## src/rtl/evt_cnt_pkg.sv

```systemverilog
package evt_cnt_pkg;
  typedef struct packed {
    logic pol_high;
    logic tristate;
    logic err_sel;
  } cond_cfg_t;

  localparam cond_cfg_t COND_CFG_RST = '{pol_high: 1'b0, tristate: 1'b0, err_sel: 1'b0};
endpackage

```

## src/rtl/evt_sync.sv

```systemverilog
module evt_sync #(
  parameter int unsigned STAGES = 2
) (
  input  logic clk_i,
  input  logic rst_ni,
  input  logic evt_i,
  input  logic fall_sel_i,
  output logic step_o
);
  logic [STAGES-1:0] sync_q;
  logic              prev_q;
  logic              lvl;

  always_ff @(posedge clk_i or negedge rst_ni) begin
    if (!rst_ni) begin
      sync_q <= '0;
      prev_q <= 1'b0;
    end else begin
      sync_q <= {sync_q[STAGES-2:0], evt_i};
      prev_q <= lvl;
    end
  end

  assign lvl    = sync_q[STAGES-1];
  assign step_o = fall_sel_i ? (prev_q & ~lvl) : (~prev_q & lvl);
endmodule

```

## src/rtl/evt_cnt_core.sv

```systemverilog
module evt_cnt_core #(
  parameter int unsigned CNT_W = 8
) (
  input  logic             clk_i,
  input  logic             rst_ni,
  input  logic             step_i,
  input  logic             run_i,
  input  logic             up_i,
  input  logic             load_i,
  input  logic [CNT_W-1:0] load_data_i,
  input  logic             capture_i,
  output logic [CNT_W-1:0] cnt_o,
  output logic [CNT_W-1:0] snap_o,
  output logic             irq_o
);
  localparam logic [CNT_W-1:0] CNT_MAX = '1;
  localparam logic [CNT_W-1:0] CNT_MIN = '0;

  logic [CNT_W-1:0] cnt_q, snap_q;
  logic             irq_q;
  logic             wrap;

  assign wrap = up_i ? (cnt_q == CNT_MAX) : (cnt_q == CNT_MIN);

  always_ff @(posedge clk_i or negedge rst_ni) begin
    if (!rst_ni) begin
      cnt_q <= '0;
      irq_q <= 1'b0;
    end else if (load_i) begin
      cnt_q <= load_data_i;
      irq_q <= 1'b0;
    end else if (run_i && step_i) begin
      cnt_q <= up_i ? cnt_q + 1'b1 : cnt_q - 1'b1;
      if (wrap) irq_q <= 1'b1;
    end
  end

  always_ff @(posedge clk_i or negedge rst_ni) begin
    if (!rst_ni)        snap_q <= '0;
    else if (capture_i) snap_q <= cnt_q;
  end

  assign cnt_o  = cnt_q;
  assign snap_o = snap_q;
  assign irq_o  = irq_q;
endmodule

```

## src/rtl/cond_drv.sv

```systemverilog
module cond_drv
  import evt_cnt_pkg::*;
(
  input  logic      clk_i,
  input  logic      rst_ni,
  input  logic      cfg_we_i,
  input  cond_cfg_t cfg_i,
  input  logic      irq_i,
  input  logic      par_err_i,
  output cond_cfg_t cfg_o,
  output logic      cond_o,
  output logic      cond_oe_o
);
  cond_cfg_t cfg_q;
  logic      active, level;

  always_ff @(posedge clk_i or negedge rst_ni) begin
    if (!rst_ni)       cfg_q <= COND_CFG_RST;
    else if (cfg_we_i) cfg_q <= cfg_i;
  end

  assign active = cfg_q.err_sel ? par_err_i : irq_i;
  assign level  = cfg_q.pol_high ? active : ~active;

  // open drain: only ever pull low
  assign cond_o    = cfg_q.tristate ? level : 1'b0;
  assign cond_oe_o = cfg_q.tristate ? 1'b1 : ~level;
  assign cfg_o     = cfg_q;
endmodule

```

## src/rtl/evt_cnt.sv

```systemverilog
module evt_cnt
  import evt_cnt_pkg::*;
#(
  parameter int unsigned CNT_W       = 8,
  parameter int unsigned SYNC_STAGES = 2
) (
  input  logic             clk_i,
  input  logic             rst_ni,
  input  logic             evt_i,
  input  logic             run_i,
  input  logic             up_i,
  input  logic             edge_fall_i,
  input  logic             load_i,
  input  logic [CNT_W-1:0] load_data_i,
  input  logic             capture_i,
  output logic [CNT_W-1:0] cnt_snap_o,
  input  logic             cfg_we_i,
  input  logic             cfg_pol_high_i,
  input  logic             cfg_tristate_i,
  input  logic             cfg_err_sel_i,
  input  logic             par_err_i,
  output logic             cond_o,
  output logic             cond_oe_o
);
  logic             step;
  logic             irq;
  logic [CNT_W-1:0] cnt;
  cond_cfg_t        cfg_wr, cfg;

  evt_sync #(.STAGES(SYNC_STAGES)) u_sync (
    .clk_i, .rst_ni, .evt_i, .fall_sel_i(edge_fall_i), .step_o(step)
  );

  evt_cnt_core #(.CNT_W(CNT_W)) u_core (
    .clk_i, .rst_ni, .step_i(step), .run_i, .up_i, .load_i, .load_data_i,
    .capture_i, .cnt_o(cnt), .snap_o(cnt_snap_o), .irq_o(irq)
  );

  assign cfg_wr = '{pol_high: cfg_pol_high_i, tristate: cfg_tristate_i, err_sel: cfg_err_sel_i};

  cond_drv u_drv (
    .clk_i, .rst_ni, .cfg_we_i, .cfg_i(cfg_wr), .irq_i(irq), .par_err_i,
    .cfg_o(cfg), .cond_o, .cond_oe_o
  );
endmodule

```

## config.mk

```make
export PLATFORM = sky130hd
export DESIGN_NAME = evt_cnt
export DESIGN_NICKNAME = d
export VERILOG_FILES = /design/src/rtl/evt_cnt_pkg.sv /design/src/rtl/evt_sync.sv /design/src/rtl/evt_cnt_core.sv /design/src/rtl/cond_drv.sv /design/src/rtl/evt_cnt.sv
export SDC_FILE = /design/constraint.sdc
export NUM_CORES = 1
export LEC_CHECK = 0
export ABC_AREA = 1
export ABC_CLOCK_PERIOD_IN_PS = 1300
export BUFFER_PORTS_ARGS = -buffer_cell sky130_fd_sc_hd__buf_2
export CAP_MARGIN = 20
export CORE_ASPECT_RATIO = 0.9
export CORE_MARGIN = 4
export CORE_UTILIZATION = 47
export DETAILED_ROUTE_END_ITERATION = 10
export HOLD_SLACK_MARGIN = 0.06
export PLACE_DENSITY_LB_ADDON = 0.15
export SYNTH_ARGS = -nofsm -noshare
export SYNTH_HDL_FRONTEND = slang
export SYNTH_SLANG_ARGS = --single-unit
```

## constraint.sdc

```tcl
create_clock -name clk_i -period 1.3 [get_ports clk_i]
set_clock_uncertainty 0.05 [all_clocks]
set_input_delay 0.065 -clock clk_i [delete_from_list [all_inputs] [get_ports clk_i]]
set_output_delay 0.065 -clock clk_i [all_outputs]
set_load 0.005 [all_outputs]
```

==> results.sh <==
export IMPL_status="complete, but fails checks"
export IMPL_violations="negative setup slack"
export IMPL_synth_distinct_cells=24
export IMPL_cts_setup_buffers=0
export IMPL_rrSetupSlack_ps=-120
export IMPL_p_per_area_mw_per_mm2=1070
export IMPL_r2r_cells=8
export IMPL_maxCapViolations=0
export IMPL_clk_latency_ps=300
export IMPL_grt_max_degree=24
export IMPL_drc_errors=0
export IMPL_mostFrequentLayoutCell="nand2_1"
export IMPL_arrival_ps=1350
export IMPL_finalCritPeriodShare_pct=113
export IMPL_p_clk_share_pct=15.8
export IMPL_path_class="flop to output pin"
export IMPL_vias=1276
export IMPL_nets=258
export IMPL_pwr_share_comb_pct=42.0
export IMPL_pin_count=31
export IMPL_diodes=0
export IMPL_synth_edf_count=0
export IMPL_slew_headroom_pct=65.7
export IMPL_final_cells=269
export IMPL_dieArea_mm2=0.00375
export IMPL_hold_path_class="primary input to flop"
export IMPL_holdPathStages=5
export IMPL_cp_cell_sequence="inv_1 > nand2_1 > nand2_2 > xor2_2 > or2_4 > buf_6"
export IMPL_async_flop_share_pct=100
export IMPL_syn_nets=193
export IMPL_worstReg2RegEnd="u_core.cnt_o[6]"
export IMPL_wirelength_mm=3.20
export IMPL_num_rows=18
export IMPL_cts_tree="built"
export IMPL_cp_slowest_stage_delay_ps=380
export IMPL_cp_num_buf_inv=2
export IMPL_grt_pass1_vias=1290
export IMPL_drive_gt1_share_pct=36.7
export IMPL_cts_sinks=23
export IMPL_cts_made_buffers=3
export IMPL_antenna_found_initial=0
export IMPL_drtIter0Drc=69
export IMPL_slew_violations=0
export IMPL_startpoint_type="flop"
export IMPL_p_sw_share_pct=33.1
export IMPL_clockBufferDepth=2
export IMPL_cp_top_family="flip-flops"
export IMPL_dp_hpwl_mm=2.43
export IMPL_core_mm2=0.00273
export IMPL_post_synth_inst_count=165
export IMPL_critPathMaxFanout=2
export IMPL_net_switching_power_uw=694
export IMPL_syn_area_mm2=0.00133
export IMPL_die_x_um=64.1
export IMPL_grt_pass1_wl_mm=5.38
export IMPL_syn_area_per_cell_um2=8.07
export IMPL_p_leak_uw=0.000981
export IMPL_rsz0062_at_grt="true"
export IMPL_routedWlPerCell_um=11.9
export IMPL_placed_area_mm2=0.00171
export IMPL_synth_main_ff_cell="dfrtp_1"
export IMPL_fin_ws_ps=-165
export IMPL_hold_end="u_core.cnt_o[2]"
export IMPL_vias_per_cell=4.74
export IMPL_yosys_warnings=0
export IMPL_antenna_left=0
export IMPL_hold_start="load_data_i[2]"
export IMPL_die_height_um=58.5
export IMPL_worst_pin_slew_ps=514
export IMPL_seq_power_share_pct=42.2
export IMPL_fmax_ghz=0.683
export IMPL_cts_root_buf="clkbuf_4"
export IMPL_layout_common_cells="nand2_1 (46), buf_2 (29), dfrtp_1 (23)"
export IMPL_gp_congestion=0.840
export IMPL_syn2layout_area_growth_pct=47.2
export IMPL_synth_seq_area_share_pct=43.2
export IMPL_utilization_pct=71.9
export IMPL_synth_seq_cells=23
export IMPL_holdWs_ps=63.9
export IMPL_ir_worst_vdd_uv=618
export IMPL_setup_viol=9
export IMPL_p_int_uw=1400
export IMPL_drtPass1Iterations=4
export IMPL_grt_ovfl_total=0
export IMPL_endpoint_kind="output pin"
export IMPL_start_util_pct=48.9
export IMPL_port_buffers=30
export IMPL_clk_pin_slew_ps=130
export IMPL_place_inst=249
export IMPL_cpMaxStageDelayCell="dfrtp_1"
export IMPL_pre_cts_slack_ps=-137
export IMPL_hold_viol=0
export IMPL_grt_total_usage_pct=18.3
export IMPL_worstPathRequired_ps=1190
export IMPL_period_needed_ps=1460
export IMPL_reg2reg_from="u_core.cnt_o[1]"
export IMPL_htreeDepth=1
export IMPL_fin_area_mm2=0.00196
==> kinds of logic after synthesis <==
logic type	after synthesis	share of synthesized area (%)
adders and majority gates	7	7.14
muxes	6	5.07
buffers and inverters	21	6.11
and+or+nand+nor	90	30.1
xor gates and xnor gates	4	2.63
DFF	23	43.2
AOI/OAI and AO/OA	14	5.73
==> how the worst max path moves through the flow <==
stage / start / end / cells past startpoint
after floorplan: u_core.cnt_o[1] / u_core.cnt_o[6] / 7
after global placement: up_i / u_core.cnt_o[6] / 9
after detailed placement: up_i / u_core.cnt_o[7] / 11
after CTS: u_drv.cfg_o[0] / cond_oe_o / 6
after global routing: u_drv.cfg_o[0] / cond_oe_o / 6
final: u_drv.cfg_o[0] / cond_oe_o / 6
==> per-layer routing <==
layer / vias to the layer above / GRT usage (%) / wire length, µm
li1: 652 / - / -
met1: 592 / 22.5 / 1520
met2: 30 / 33.9 / 1560
met3: 2 / 1.34 / 100
met4: 0 / 6.63 / 29
met5: - / 0 / 0
==> worst reg2reg max path: cells and delay by family, from the launching register on <==
kind	cells	cell delay (ps)
simple gates	7	460
flops	1	440
fa+ha+maj	1	400
==> synth_stat cells, types with 2 or more instances <==
library cell	n	area, µm²
dfrtp_1	23	576
inv_1	17	63.8
ha_1	6	75.1
o21ai_1	4	20.0
or2_1	2	12.5
nand2_1	53	199
nand3_1	15	75.1
o21ai_0	4	20.0
nand3b_1	2	15.0
xnor2_1	3	26.3
buf_2	2	10.0
nor2_1	11	41.3
mux2_2	6	67.6
inv_2	2	7.51
a21oi_1	5	25.0
nor3_1	2	10.0
==> stage by stage <==
step           total power (µW)  TNS (ps)
4_1_cts                    2090      -828
6_report                   2090      -727
3_5_place_dp               1660      -668
3_3_place_gp               1630      -409
5_1_grt                    2260     -1570
2_1_floorplan              1350     -24.3
==> state kept, by name, indices dropped and copies added, names as in the netlist <==
| register | flops |
|---|---|
| u_core.cnt_o | 8 |
| u_core.snap_o | 8 |
| u_drv.cfg_o | 3 |
| u_sync.sync_q | 2 |
| u_core.irq_o | 1 |
| u_sync.prev_q | 1 |
==> area by class of cell <==
class | count | area (µm²)
multi-input combinational | 121 | 796
fill | 218 | 766
timing repair buffer | 62 | 437
clock buffer | 4 | 26.3
sequential | 23 | 576
inverter | 19 | 75.1
tap | 40 | 50.0
==> repair_timing <==
item                                    CTS  global route
pin swaps                                16            11
endpoints found under the setup margin    9            12
resized for setup                        12             6
hold endpoints to repair                 37             0
hold buffers                             16             0
==> power by group through the flow <==
| stage | logic, µW | clock network, µW | registers [µW] |
|---|---|---|---|
| after floorplan | 437 | 0 | 908 |
| after global placement | 735 | 0 | 894 |
| after detailed placement | 760 | 0 | 901 |
| after CTS | 862 | 344 | 885 |
| after global routing | 982 | 384 | 899 |
| final | 879 | 331 | 884 |
(Power assumes the default switching activity.)
